$ cat src/rtl/mesi_pkg.sv
package mesi_pkg;
  typedef enum logic [1:0] {ST_I = 2'd0, ST_S = 2'd1, ST_E = 2'd2, ST_M = 2'd3} mesi_t;
  typedef enum logic [2:0] {
    CMD_NONE = 3'd0, CMD_READ = 3'd1, CMD_RWITM = 3'd2, CMD_INV = 3'd3, CMD_WB = 3'd4
  } bus_cmd_t;
  typedef enum logic [1:0] {F_IDLE, F_EVICT, F_FILL, F_UPG} req_fsm_t;
endpackage

$ cat src/rtl/mesi_line_store.sv
module mesi_line_store
  import mesi_pkg::*;
#(
  parameter int SETS   = 4,
  parameter int IDX_W  = 2,
  parameter int TAG_W  = 6,
  parameter int DATA_W = 8
) (
  input  logic              clk_i,
  input  logic              rst_ni,
  input  logic [IDX_W-1:0]  a_idx_i,
  output mesi_t             a_st_o,
  output logic [TAG_W-1:0]  a_tag_o,
  output logic [DATA_W-1:0] a_data_o,
  input  logic [IDX_W-1:0]  b_idx_i,
  output mesi_t             b_st_o,
  output logic [TAG_W-1:0]  b_tag_o,
  output logic [DATA_W-1:0] b_data_o,
  input  logic              we_i,
  input  logic [IDX_W-1:0]  widx_i,
  input  mesi_t             wst_i,
  input  logic [TAG_W-1:0]  wtag_i,
  input  logic [DATA_W-1:0] wdata_i,
  input  logic              swe_i,
  input  logic [IDX_W-1:0]  sidx_i,
  input  mesi_t             sst_i
);
  logic [SETS-1:0][1:0]        st_v;
  logic [SETS-1:0][TAG_W-1:0]  tag_v;
  logic [SETS-1:0][DATA_W-1:0] data_v;

  for (genvar s = 0; s < SETS; s++) begin : g_set
    mesi_t             st_r;
    logic [TAG_W-1:0]  tag_r;
    logic [DATA_W-1:0] data_r;
    always_ff @(posedge clk_i or negedge rst_ni) begin
      if (!rst_ni) begin
        st_r   <= ST_I;
        tag_r  <= '0;
        data_r <= '0;
      end else if (we_i && widx_i == IDX_W'(s)) begin
        st_r   <= wst_i;
        tag_r  <= wtag_i;
        data_r <= wdata_i;
      end else if (swe_i && sidx_i == IDX_W'(s)) begin
        st_r   <= sst_i;
      end
    end
    assign st_v[s]   = st_r;
    assign tag_v[s]  = tag_r;
    assign data_v[s] = data_r;
  end

  assign a_st_o   = mesi_t'(st_v[a_idx_i]);
  assign a_tag_o  = tag_v[a_idx_i];
  assign a_data_o = data_v[a_idx_i];
  assign b_st_o   = mesi_t'(st_v[b_idx_i]);
  assign b_tag_o  = tag_v[b_idx_i];
  assign b_data_o = data_v[b_idx_i];

  // local fill/update and snoop update never land in the same cycle
  AST_ONE_WRITER: assert property (@(posedge clk_i) disable iff (!rst_ni)
    !(we_i && swe_i));
endmodule

$ cat src/rtl/mesi_snoop_unit.sv
module mesi_snoop_unit
  import mesi_pkg::*;
#(
  parameter int TAG_W = 6
) (
  input  logic             clk_i,
  input  logic             rst_ni,
  input  logic             snp_valid_i,
  input  bus_cmd_t         snp_cmd_i,
  input  logic [TAG_W-1:0] snp_tag_i,
  input  logic             snp_sel_i,
  input  mesi_t            line_st_i,
  input  logic [TAG_W-1:0] line_tag_i,
  input  logic             wb_busy_i,
  output logic             shared_o,
  output logic             supply_o,
  output logic             dirty_o,
  output logic             abort_o,
  output logic             upd_en_o,
  output mesi_t            upd_st_o,
  output logic             capture_o
);
  logic hit;
  assign hit = snp_valid_i && line_st_i != ST_I && line_tag_i == snp_tag_i;

  always_comb begin
    shared_o  = 1'b0;
    supply_o  = 1'b0;
    dirty_o   = 1'b0;
    abort_o   = 1'b0;
    upd_en_o  = 1'b0;
    upd_st_o  = line_st_i;
    capture_o = 1'b0;
    if (hit) begin
      unique case (snp_cmd_i)
        CMD_READ: begin
          shared_o = 1'b1;
          supply_o = (line_st_i != ST_S) || snp_sel_i;
          dirty_o  = line_st_i == ST_M;
          if (line_st_i != ST_S) begin
            upd_en_o = 1'b1;
            upd_st_o = ST_S;
          end
        end
        CMD_RWITM: begin
          if (line_st_i == ST_M) begin
            abort_o = 1'b1;
            // with the buffer full, block only; the requester keeps retrying
            if (!wb_busy_i) begin
              capture_o = 1'b1;
              upd_en_o  = 1'b1;
              upd_st_o  = ST_I;
            end
          end else begin
            upd_en_o = 1'b1;
            upd_st_o = ST_I;
          end
        end
        CMD_INV: begin
          upd_en_o = 1'b1;
          upd_st_o = ST_I;
        end
        default: ;
      endcase
    end
  end

  AST_INV_ON_SHARED: assert property (@(posedge clk_i) disable iff (!rst_ni)
    (hit && snp_cmd_i == CMD_INV) |-> line_st_i == ST_S);
endmodule

$ cat src/rtl/mesi_req_fsm.sv
module mesi_req_fsm
  import mesi_pkg::*;
#(
  parameter int ADDR_W = 8,
  parameter int DATA_W = 8,
  parameter int IDX_W  = 2,
  parameter int TAG_W  = 6
) (
  input  logic              clk_i,
  input  logic              rst_ni,
  input  logic              cpu_valid_i,
  input  logic              cpu_write_i,
  input  logic [ADDR_W-1:0] cpu_addr_i,
  input  logic [DATA_W-1:0] cpu_wdata_i,
  output logic              cpu_ready_o,
  output logic              cpu_rsp_o,
  output logic [DATA_W-1:0] cpu_rdata_o,
  output logic [IDX_W-1:0]  lk_idx_o,
  input  mesi_t             lk_st_i,
  input  logic [TAG_W-1:0]  lk_tag_i,
  input  logic [DATA_W-1:0] lk_data_i,
  output logic              we_o,
  output logic [IDX_W-1:0]  widx_o,
  output mesi_t             wst_o,
  output logic [TAG_W-1:0]  wtag_o,
  output logic [DATA_W-1:0] wdata_o,
  output logic              bus_req_o,
  input  logic              bus_gnt_i,
  output bus_cmd_t          bus_cmd_o,
  output logic [ADDR_W-1:0] bus_addr_o,
  output logic [DATA_W-1:0] bus_wdata_o,
  input  logic [DATA_W-1:0] bus_rdata_i,
  input  logic              bus_shared_i,
  input  logic              bus_abort_i,
  input  logic              snp_valid_i,
  input  logic              cap_i,
  input  logic [ADDR_W-1:0] cap_addr_i,
  input  logic [DATA_W-1:0] cap_data_i,
  output logic              wb_busy_o
);
  req_fsm_t          st_q;
  logic              wr_q;
  logic [ADDR_W-1:0] addr_q;
  logic [DATA_W-1:0] wdata_q;
  logic              swb_q;
  logic [ADDR_W-1:0] swb_addr_q;
  logic [DATA_W-1:0] swb_data_q;
  logic              rsp_q;
  logic [DATA_W-1:0] rdata_q;

  logic [TAG_W-1:0] cpu_tag, req_tag;
  logic [IDX_W-1:0] req_idx;
  logic             accept, cpu_hit, own_gnt, fsm_need;
  bus_cmd_t         fsm_cmd;
  logic [ADDR_W-1:0] fsm_addr;
  logic [DATA_W-1:0] fsm_wd;

  assign cpu_tag  = cpu_addr_i[ADDR_W-1:IDX_W];
  assign req_tag  = addr_q[ADDR_W-1:IDX_W];
  assign req_idx  = addr_q[IDX_W-1:0];
  assign lk_idx_o = (st_q == F_IDLE) ? cpu_addr_i[IDX_W-1:0] : req_idx;

  assign cpu_ready_o = (st_q == F_IDLE) && !snp_valid_i;
  assign accept      = cpu_valid_i && cpu_ready_o;
  assign cpu_hit     = lk_st_i != ST_I && lk_tag_i == cpu_tag;

  // bus command is re-evaluated each cycle against the current line state
  always_comb begin
    fsm_need = 1'b0;
    fsm_cmd  = CMD_NONE;
    fsm_addr = addr_q;
    fsm_wd   = wdata_q;
    unique case (st_q)
      F_EVICT: if (lk_st_i == ST_M) begin
        fsm_need = 1'b1;
        fsm_cmd  = CMD_WB;
        fsm_addr = {lk_tag_i, req_idx};
        fsm_wd   = lk_data_i;
      end
      F_FILL: begin
        fsm_need = 1'b1;
        fsm_cmd  = wr_q ? CMD_RWITM : CMD_READ;
      end
      F_UPG: begin
        fsm_need = 1'b1;
        fsm_cmd  = (lk_st_i == ST_S && lk_tag_i == req_tag) ? CMD_INV : CMD_RWITM;
      end
      default: ;
    endcase
  end

  assign bus_req_o   = swb_q || fsm_need;
  assign bus_cmd_o   = swb_q ? CMD_WB : fsm_cmd;
  assign bus_addr_o  = swb_q ? swb_addr_q : fsm_addr;
  assign bus_wdata_o = swb_q ? swb_data_q : fsm_wd;
  assign own_gnt     = bus_gnt_i && !swb_q && fsm_need;
  assign wb_busy_o   = swb_q;

  always_comb begin
    we_o    = 1'b0;
    widx_o  = req_idx;
    wst_o   = ST_M;
    wtag_o  = req_tag;
    wdata_o = wdata_q;
    unique case (st_q)
      F_IDLE: if (accept && cpu_write_i && cpu_hit && lk_st_i != ST_S) begin
        we_o    = 1'b1;
        widx_o  = cpu_addr_i[IDX_W-1:0];
        wtag_o  = cpu_tag;
        wdata_o = cpu_wdata_i;
      end
      F_EVICT: if (own_gnt) begin
        we_o    = 1'b1;
        wst_o   = ST_I;
        wtag_o  = lk_tag_i;
        wdata_o = lk_data_i;
      end
      F_FILL: if (own_gnt && !bus_abort_i) begin
        we_o = 1'b1;
        if (!wr_q) begin
          wst_o   = bus_shared_i ? ST_S : ST_E;
          wdata_o = bus_rdata_i;
        end
      end
      F_UPG: we_o = own_gnt && !bus_abort_i;
      default: ;
    endcase
  end

  always_ff @(posedge clk_i or negedge rst_ni) begin
    if (!rst_ni) begin
      st_q    <= F_IDLE;
      wr_q    <= 1'b0;
      addr_q  <= '0;
      wdata_q <= '0;
      rsp_q   <= 1'b0;
      rdata_q <= '0;
    end else begin
      rsp_q <= 1'b0;
      unique case (st_q)
        F_IDLE: if (accept) begin
          wr_q    <= cpu_write_i;
          addr_q  <= cpu_addr_i;
          wdata_q <= cpu_wdata_i;
          if (cpu_hit && !(cpu_write_i && lk_st_i == ST_S)) begin
            rsp_q   <= 1'b1;
            rdata_q <= cpu_write_i ? cpu_wdata_i : lk_data_i;
          end else if (cpu_hit) begin
            st_q <= F_UPG;
          end else begin
            st_q <= (lk_st_i == ST_M) ? F_EVICT : F_FILL;
          end
        end
        F_EVICT: if (lk_st_i != ST_M || own_gnt) st_q <= F_FILL;
        F_FILL, F_UPG: if (own_gnt && !bus_abort_i) begin
          st_q    <= F_IDLE;
          rsp_q   <= 1'b1;
          rdata_q <= wr_q ? wdata_q : bus_rdata_i;
        end
        default: st_q <= F_IDLE;
      endcase
    end
  end

  always_ff @(posedge clk_i or negedge rst_ni) begin
    if (!rst_ni) begin
      swb_q      <= 1'b0;
      swb_addr_q <= '0;
      swb_data_q <= '0;
    end else if (cap_i) begin
      swb_q      <= 1'b1;
      swb_addr_q <= cap_addr_i;
      swb_data_q <= cap_data_i;
    end else if (swb_q && bus_gnt_i) begin
      swb_q <= 1'b0;
    end
  end

  assign cpu_rsp_o   = rsp_q;
  assign cpu_rdata_o = rdata_q;

  AST_HIT_RSP: assert property (@(posedge clk_i) disable iff (!rst_ni)
    (accept && !cpu_write_i && cpu_hit) |=> cpu_rsp_o);
  AST_SILENT_WRITE: assert property (@(posedge clk_i) disable iff (!rst_ni)
    (accept && cpu_write_i && cpu_hit && (lk_st_i == ST_M || lk_st_i == ST_E))
      |=> !(bus_req_o && bus_cmd_o != CMD_WB));
  AST_RETRY_AFTER_ABORT: assert property (@(posedge clk_i) disable iff (!rst_ni)
    (own_gnt && bus_abort_i && (fsm_cmd == CMD_READ || fsm_cmd == CMD_RWITM))
      |=> bus_req_o);
endmodule

$ cat src/rtl/mesi_cache_ctrl.sv
module mesi_cache_ctrl
  import mesi_pkg::*;
#(
  parameter int ADDR_W = 8,
  parameter int DATA_W = 8,
  parameter int SETS   = 4
) (
  input  logic              clk_i,
  input  logic              rst_ni,
  input  logic              cpu_valid_i,
  input  logic              cpu_write_i,
  input  logic [ADDR_W-1:0] cpu_addr_i,
  input  logic [DATA_W-1:0] cpu_wdata_i,
  output logic              cpu_ready_o,
  output logic              cpu_rsp_o,
  output logic [DATA_W-1:0] cpu_rdata_o,
  output logic              bus_req_o,
  input  logic              bus_gnt_i,
  output logic [2:0]        bus_cmd_o,
  output logic [ADDR_W-1:0] bus_addr_o,
  output logic [DATA_W-1:0] bus_wdata_o,
  input  logic [DATA_W-1:0] bus_rdata_i,
  input  logic              bus_shared_i,
  input  logic              bus_abort_i,
  input  logic              snp_valid_i,
  input  logic [2:0]        snp_cmd_i,
  input  logic [ADDR_W-1:0] snp_addr_i,
  input  logic              snp_sel_i,
  output logic              snp_shared_o,
  output logic              snp_supply_o,
  output logic [DATA_W-1:0] snp_data_o,
  output logic              snp_dirty_o,
  output logic              snp_abort_o
);
  localparam int IDX_W = $clog2(SETS);
  localparam int TAG_W = ADDR_W - IDX_W;

  logic [IDX_W-1:0]  lk_idx, widx;
  mesi_t             lk_st, b_st, wst, sst;
  logic [TAG_W-1:0]  lk_tag, b_tag, wtag;
  logic [DATA_W-1:0] lk_data, b_data, wdata;
  logic              we, swe, capture, wb_busy;
  bus_cmd_t          bus_cmd;

  mesi_line_store #(.SETS(SETS), .IDX_W(IDX_W), .TAG_W(TAG_W), .DATA_W(DATA_W)) u_store (
    .clk_i, .rst_ni,
    .a_idx_i(lk_idx), .a_st_o(lk_st), .a_tag_o(lk_tag), .a_data_o(lk_data),
    .b_idx_i(snp_addr_i[IDX_W-1:0]), .b_st_o(b_st), .b_tag_o(b_tag), .b_data_o(b_data),
    .we_i(we), .widx_i(widx), .wst_i(wst), .wtag_i(wtag), .wdata_i(wdata),
    .swe_i(swe), .sidx_i(snp_addr_i[IDX_W-1:0]), .sst_i(sst)
  );

  mesi_snoop_unit #(.TAG_W(TAG_W)) u_snoop (
    .clk_i, .rst_ni,
    .snp_valid_i, .snp_cmd_i(bus_cmd_t'(snp_cmd_i)), .snp_tag_i(snp_addr_i[ADDR_W-1:IDX_W]),
    .snp_sel_i, .line_st_i(b_st), .line_tag_i(b_tag), .wb_busy_i(wb_busy),
    .shared_o(snp_shared_o), .supply_o(snp_supply_o), .dirty_o(snp_dirty_o),
    .abort_o(snp_abort_o), .upd_en_o(swe), .upd_st_o(sst), .capture_o(capture)
  );

  mesi_req_fsm #(.ADDR_W(ADDR_W), .DATA_W(DATA_W), .IDX_W(IDX_W), .TAG_W(TAG_W)) u_fsm (
    .clk_i, .rst_ni,
    .cpu_valid_i, .cpu_write_i, .cpu_addr_i, .cpu_wdata_i,
    .cpu_ready_o, .cpu_rsp_o, .cpu_rdata_o,
    .lk_idx_o(lk_idx), .lk_st_i(lk_st), .lk_tag_i(lk_tag), .lk_data_i(lk_data),
    .we_o(we), .widx_o(widx), .wst_o(wst), .wtag_o(wtag), .wdata_o(wdata),
    .bus_req_o, .bus_gnt_i, .bus_cmd_o(bus_cmd), .bus_addr_o, .bus_wdata_o,
    .bus_rdata_i, .bus_shared_i, .bus_abort_i,
    .snp_valid_i, .cap_i(capture), .cap_addr_i(snp_addr_i), .cap_data_i(b_data),
    .wb_busy_o(wb_busy)
  );

  assign bus_cmd_o  = bus_cmd;
  assign snp_data_o = b_data;

  AST_BLOCK_THEN_WB: assert property (@(posedge clk_i) disable iff (!rst_ni)
    (snp_abort_o && !wb_busy) |=> (bus_req_o && bus_cmd_o == 3'd4));
endmodule

$ cat config.mk
export PLATFORM = sky130hd
export DESIGN_NAME = mesi_cache_ctrl
export DESIGN_NICKNAME = d
export VERILOG_FILES = /design/src/rtl/mesi_pkg.sv /design/src/rtl/mesi_line_store.sv /design/src/rtl/mesi_snoop_unit.sv /design/src/rtl/mesi_req_fsm.sv /design/src/rtl/mesi_cache_ctrl.sv
export SDC_FILE = /design/constraint.sdc
export NUM_CORES = 1
export LEC_CHECK = 0
export CORE_AREA = 8 8 117 119
export DETAILED_ROUTE_END_ITERATION = 16
export DIE_AREA = 0 0 125 127
export DONT_BUFFER_PORTS = 1
export GPL_ROUTABILITY_DRIVEN = 0
export PLACE_DENSITY = 0.77
export SETUP_SLACK_MARGIN = 0.4
export SYNTH_ARGS = -nofsm -noshare
export SYNTH_HDL_FRONTEND = slang
export SYNTH_HIERARCHICAL = 1
export SYNTH_SLANG_ARGS = --single-unit
$ cat constraint.sdc
create_clock -name clk_i -period 5.6 [get_ports clk_i]
set_input_delay 0.56 -clock clk_i [delete_from_list [all_inputs] [get_ports clk_i]]
set_output_delay 0.56 -clock clk_i [all_outputs]
set_load 0.005 [all_outputs]
== Yosys cells after proc, flatten, opt, wreduce, memory -nomap -nowiden ==
Index checks and enable logic that the tools add are counted.

* Output and inout bits: 42
* Register bits after elaboration: 109
* Bits of input ports: 44
* Word-level logic and storage cells: 186

* Muxes and demuxes: 92
* $lt $le $gt $ge: 2
* Reductions and logical operators: 45
* Equal/unequal tests: 26

{| class="wikitable"
|+ Operators by type and width
! kind !! number
|-
| $mux 8 || 16
|-
| $mux 2 || 28
|-
| $bmux 8 s2 || 2
|-
| $mux 1 || 25
|-
| $bmux 6 s2 || 2
|-
| $mux 6 || 4
|-
| $pmux 8 s3 || 1
|-
| $logic_and 1x1->1 || 23
|-
| $eq 6x6->1 || 3
|-
| $eq 2x2->1 const B || 8
|-
| $pmux 8 s2 || 1
|-
| $reduce_bool 2->1 || 8
|-
| $pmux 2 s3 || 2
|-
| $pmux 6 s2 || 1
|-
| $ne 2x1->1 const B || 5
|-
| $pmux 3 s3 || 1
|-
| $bmux 2 s2 || 2
|-
| $eq 2x1->1 const B || 4
|-
| $reduce_and 4->1 || 2
|-
| $eq 3x2->1 const B || 2
|-
| $logic_not 2->1 || 3
|-
| $lt 2x3->1 const B || 2
|-
| $mux 3 || 2
|-
| $ne 2x2->1 const B || 3
|-
| other kinds (9) || 15
|}

== Depth between registers and ports, before layout ==
Gate-level depths: netlist of run 1.

* Word-level depth: 13
* Depth in mapped cells: 17
* Mapped depth without buffers: 11

== Modules after synthesis ==
The synthesis of run 1 kept the hierarchy.

{| class="wikitable"
|+ By module, submodules not included
! module !! cells an instance !! times used !! area an instance (um^2) !! sequential area each (um^2)
|-
| mesi_line_store || 227 || 1 || 3259.4 || 1601.5
|-
| mesi_req_fsm || 301 || 1 || 3229.3 || 1126.1
|-
| mesi_snoop_unit || 32 || 1 || 216.5 || 0.0
|}

== Worst setup path before layout of run 1 ==
No wires, ideal clock.

* Kind: flip-flop to flip-flop
* From: register u_fsm.st_q[0]
* To: register u_store.g_set[2].data_r[3]
* Library setup time: 0.125 ns
* Data required time: 5.475 ns
* Arrival: 4.133 ns
* Period minus slack after synthesis: 4.257 ns
* Slack: 1.343 ns
* Path buffers: 5
* Cell stages (with the launch flop): 16
* Cells stage by stage: dfrtp_1 > inv_1 > ha_1 > buf_2 > mux2_2 > buf_2 > buf_4 > mux4_2 > xnor2_1 > o2111ai_1 > nor3_4 > buf_4 > mux2_2 > nand3b_2 > buf_2 > mux2_2

* Longest elaborated chain between the ends: 12
* Elaborated cells between the ends (all ways): 38
* Those cells by class: 7 x eq/ne; 19 x mux; 12 x reduce/logical

{| class="wikitable"
|+ Ends and longest elaborated chain
! item !! RTL line !! RTL
|-
| from (decl) || mesi_req_fsm.sv:41 || <nowiki>req_fsm_t st_q;</nowiki>
|-
| from (signal assigned) || mesi_req_fsm.sv:151 || <nowiki>st_q <= (lk_st_i == ST_M) ? F_EVICT : F_FILL;</nowiki>
|-
| $logic_not 2->1 || mesi_req_fsm.sv:61 || <nowiki>assign lk_idx_o = (st_q == F_IDLE) ? cpu_addr_i[IDX_W-1:0] : req_idx;</nowiki>
|-
| $mux 2 || mesi_req_fsm.sv:61 ||
|-
| via lk_idx[0] || mesi_cache_ctrl.sv:38 || <nowiki>logic [IDX_W-1:0] lk_idx, widx;</nowiki>
|-
| $bmux 6 s2 || mesi_line_store.sv:55 || <nowiki>assign a_tag_o = tag_v[a_idx_i];</nowiki>
|-
| $mux 6 (not written as such) || mesi_line_store.sv:55 ||
|-
| via lk_tag[4] || mesi_cache_ctrl.sv:40 || <nowiki>logic [TAG_W-1:0] lk_tag, b_tag, wtag;</nowiki>
|-
| $eq 6x6->1 || mesi_req_fsm.sv:65 || <nowiki>assign cpu_hit = lk_st_i != ST_I && lk_tag_i == cpu_tag;</nowiki>
|-
| $logic_and 1x1->1 || mesi_req_fsm.sv:65 ||
|-
| $logic_and 1x1->1 (2 in a row) || mesi_req_fsm.sv:106 || <nowiki>F_IDLE: if (accept && cpu_write_i && cpu_hit && lk_st_i != ST_S) begin</nowiki>
|-
| $mux 2 || mesi_req_fsm.sv:106 ||
|-
| $mux 2 || mesi_req_fsm.sv:105 || <nowiki>unique case (st_q)</nowiki>
|-
| via widx[0] || mesi_cache_ctrl.sv:38 ||
|-
| $eq 2x2->1 || mesi_line_store.sv:41 || <nowiki>end else if (we_i && widx_i == IDX_W'(s)) begin</nowiki>
|-
| $logic_and 1x1->1 || mesi_line_store.sv:41 ||
|-
| to (signal assigned) || mesi_line_store.sv:44 || <nowiki>data_r <= wdata_i;</nowiki>
|-
| to (decl) || mesi_line_store.sv:35 || <nowiki>logic [DATA_W-1:0] data_r;</nowiki>
|}

The timed path passes the listed nets, and every way through them passes these cells. The select of a mux whose other input is x is not followed.
A chain may end at the register's enable or synchronous reset.

== Worst setup path after layout of run 1 ==
* From: register u_fsm.st_q[0]
* To: register u_store.g_set[0].st_r[0]

* Longest elaborated chain between the ends: 13
* Elaborated cells between the ends (all ways): 37
* Those cells by class: 6 x eq/ne; 17 x mux; 14 x reduce/logical

{| class="wikitable"
|+ Ends and longest elaborated chain
! item !! RTL line !! RTL
|-
| $logic_not 2->1 * || mesi_req_fsm.sv:61 ||
|-
| $mux 2 * || mesi_req_fsm.sv:61 ||
|-
| via lk_idx[0] || mesi_cache_ctrl.sv:38 ||
|-
| $bmux 2 s2 * || mesi_line_store.sv:54 || <nowiki>assign a_st_o = mesi_t'(st_v[a_idx_i]);</nowiki>
|-
| $mux 2 (not written as such) * || mesi_line_store.sv:54 ||
|-
| via lk_st[0] || mesi_cache_ctrl.sv:39 || <nowiki>mesi_t lk_st, b_st, wst, sst;</nowiki>
|-
| $eq 2x2->1 || mesi_req_fsm.sv:74 || <nowiki>F_EVICT: if (lk_st_i == ST_M) begin</nowiki>
|-
| $mux 1 || mesi_req_fsm.sv:74 ||
|-
| $pmux 1 s2 || mesi_req_fsm.sv:73 || <nowiki>unique case (st_q)</nowiki>
|-
| $logic_and 1x1->1 || mesi_req_fsm.sv:96 || <nowiki>assign own_gnt = bus_gnt_i && !swb_q && fsm_need;</nowiki>
|-
| $logic_and 1x1->1 || mesi_req_fsm.sv:118, mesi_req_fsm.sv:125 ||
|-
| $mux 1 || mesi_req_fsm.sv:118 || <nowiki>F_FILL: if (own_gnt && !bus_abort_i) begin</nowiki>
|-
| $pmux 1 s4 * || mesi_req_fsm.sv:105 ||
|-
| via we || mesi_cache_ctrl.sv:42 || <nowiki>logic we, swe, capture, wb_busy;</nowiki>
|-
| $logic_and 1x1->1 * || mesi_line_store.sv:41 ||
|-
| $mux 2 or $reduce_bool 2->1 (tied branches) || - ||
|-
| to (signal assigned) || mesi_line_store.sv:42 || <nowiki>st_r <= wst_i;</nowiki>
|-
| to (signal assigned) || mesi_line_store.sv:46 || <nowiki>st_r <= sst_i;</nowiki>
|-
| to (decl) || mesi_line_store.sv:33 || <nowiki>mesi_t st_r;</nowiki>
|}

Mark *: on every way through the listed nets, which the timed path passes. The rest lies on a longest branch. The select of a mux whose other input is x is not followed.

==> metrics, run 1 <==
mean post-synth cell area=12.0 um^2; Synth Warn #=6; core box area=0.0118 mm^2; Layout area overhead=5.54%; crit end category=register; leading area contributor after synthesis=dfrtp_1; clock latency on the worst-skew pair=0.35 ns; min Tclk post-route=4.83 ns; worst hold path class=input port to asynchronous set/reset pin; MaxCap Viol Count=0; Via density=6.71; mapped cell area=0.00671 mm^2; Crit. Startpoint=u_fsm/st_q[0]$_DFFE_PN0P_; vias=4,669; Slew Limit Fails=0; CP arrival=5.02 ns; worst slew pin tran=1.08 ns; switch share=0.397; unique cell type count in the Yosys netlist=57; dpl hpwl=12,100 um; die height=127 um; Mapped Cells=560; part of the cycle the worst path needs=0.862; count leader, synth=dfrtp_1; Clock Power Share=0.168; ANT nets after route=0; DIE AREA=0.0159 mm^2; first-pass GRT wire length=27,400 um; Internal=2350 uW; GRT Util Overall=0.220; Sw Pwr=1550 uW; FFs w/ async S/R, synth=1.00; Post-CTS Resized=0; CP cell instances=inv_1 -> ha_1 -> mux2_2 -> mux4_2 -> nor2b_1 -> or3b_1 -> nor3_4 -> buf_4 -> a211o_1 -> or3b_1 -> nor2_1 -> a21oi_1; Setup Crit Path Kind=register to register; IO buf count=0; Final Non-Filler Cells=696; Inserted Diodes=0; # DRC=0; top_reg_cell synth=dfrtp_1; clock tree buffer depth=2; EDFF count, synth=0; post-synthesis sequential area ratio=0.407; TritonCTS clock tree=yes; Slew headroom=0.278; Fin Setup TNS=0 ns; Synth Net Count=609; vias in the first global route=4,673; routed len/inst=24.8 um; Max VDD drop=0.252 mV; Top-Level Pins=86; outcome=completed; first-pass iteration count of the detailed router=7; total global routing overflow=0; slowest stage delay, CP=0.71 ns; share of the synthesized area in the top cell type=0.407; final setup fails=0; Starting Density=0.568; crit path buf inv count=2; Hold Vio Cnt, Final=0; Area after DPL=0.00675 mm^2; CTS sink cnt=109; Fillers=912; most frequent CP cell=or3b_1; data required time of the worst path=5.80 ns; pin count of the biggest net entering global routing=110; Root Driver=clkbuf_16; Synth top cells by count=109 x dfrtp_1, 90 x mux2_2, 65 x nand2_1, 32 x mux2i_1, 32 x mux4_2; Clk pin slew, worst setup/hold paths=0.07 ns; power share of the combinational group=0.485; r2r startpoint=u_fsm/st_q[0]$_DFFE_PN0P_; initial antenna violation count=0; sequential power share=0.347; row cnt=40; placed cells=679; Iteration-0 DRC Markers=497; final wirelength=17,200 um; f_max=207 MHz; slowest stage cell, crit path=or3b_1; CTS H-tree depth=3; post-synthesis register bit count=109; leakage power=0.00323 uW; Max Fanout on Critical Path=18; RSZ-0062 raised after global routing=false; nets=593; cts bufs inserted=9; Critical Path Start Type=register; Synth area leaders=dfrtp_1 41%, mux2_2 15%, mux4_2 11%, mux2i_1 4.8%, nand2_1 3.6%; Cell Pwr Density=552 mW/mm^2; Final Skew=0.00606 ns; layout cell share with drive strength beyond 1=0.313; Die X=125 um; critical path's top delay family=simple AND/OR/NAND/NOR gates; Final Cell Area=0.00708 mm^2
-- layer usage --
| layer | up-vias | share of wire | GRT usage |
|---|---|---|---|
| li1 | 2052 | - | - |
| met1 | 2375 | 0.41 | 0.279 |
| met2 | 212 | 0.48 | 0.351 |
| met3 | 30 | 0.082 | 0.0624 |
| met4 | 0 | 0.021 | 0.0895 |
| met5 | - | 0 | 0 |
-- cells by family after synthesis --
| logic type | after synthesis | synth area share |
|---|---|---|
| flip-flops | 109 | 0.407 |
| AO/OA/AOI/OAI | 81 | 0.0838 |
| AND/OR/NAND/NOR | 134 | 0.101 |
| XOR/XNOR | 18 | 0.0235 |
| multiplexers | 170 | 0.342 |
| adder cells (fa/ha/maj) | 5 | 0.00933 |
| buffers and inverters | 43 | 0.0332 |
-- power groups by stage --
stage / logic (uW) / clock network [uW] / registers, uW
2_1_floorplan: 1520 / 0 / 1260
3_3_place_gp: 1790 / 0 / 1340
3_5_place_dp: 1850 / 0 / 1360
4_1_cts: 1880 / 666 / 1350
5_1_grt: 2030 / 693 / 1400
6_report: 1890 / 654 / 1360
-- per-stage QoR --
step                      worst slack [ns]  total power [uW]  hold WS, ns   util
after floorplan                       1.34              2780        0.264      -
after global routing                 0.418              4120        0.166  0.599
final                                0.771              3900        0.123  0.599
after CTS                            0.795              3890        0.178  0.599
after global placement               0.959              3120        0.270  0.571
after detailed placement             0.803              3210        0.269  0.571
-- registers in the layout (all words and copies together) (netlist names) --
name                  flops
u_fsm/wdata_q             8
u_fsm/addr_q              8
u_fsm/wr_q                1
u_fsm/cpu_rsp_o           1
u_store/g_set.tag_r      24
u_fsm/cpu_rdata_o         8
u_store/g_set.st_r        8
u_store/g_set.data_r     32
u_fsm/st_q                2
u_fsm/wb_busy_o           1
u_fsm/swb_data_q          8
u_fsm/swb_addr_q          8
-- layout by cell type (no fill, tap or decap), types with 13 or more instances in the layout --
cell type	instances
a21oi_1	22
dfrtp_1	109
mux2_2	90
mux2_4	16
mux2i_1	32
mux4_2	32
nand2_1	65
nor2_1	25
o21ai_0	17
xnor2_1	13
-- layout make-up --
cell class / instances / area [um^2] / share of cell area
clock inverter: 6 / 71.3 / 0.0101
clock buffer: 10 / 229 / 0.0324
multi-input combinational: 408 / 3750 / 0.531
tap: 147 / 184 / 0.0260
inverter: 8 / 30.0 / 0.00424
timing repair buffer: 8 / 80.1 / 0.0113
sequential: 109 / 2730 / 0.385
-- worst paths after layout --
check,to,slack [ns],cells past startpoint
min in group clk_i,u_fsm/wdata_q[2]$_DFFE_PN0P_,0.35,1
min,u_fsm/cpu_rsp_o$_DFF_PN0_,0.12,1
max reg2reg,u_store/g_set[0].st_r[0]$_DFFE_PN0P_,0.77,12
min reg2reg,u_store/g_set[0].data_r[2]$_DFFE_PN0P_,0.50,2
max in group asynchronous,u_fsm/wdata_q[5]$_DFFE_PN0P_,5.03,1
max,u_store/g_set[0].st_r[0]$_DFFE_PN0P_,0.77,12
-- repair_timing --
| item | in CTS | in global routing |
|---|---|---|
| hold buffers | 1 | 0 |
| endpoints found under the hold margin | 109 | 0 |
| setup buffers | 0 | 0 |
Note: power is estimated with default switching activity, not from simulation.
==> inputs of run 2 (changes only) <==
Settings changed: SETUP_SLACK_MARGIN 0.4 to unset.
==> results of run 2 <==
No change in the layout: final DEF, timing and power equal those of run 1.
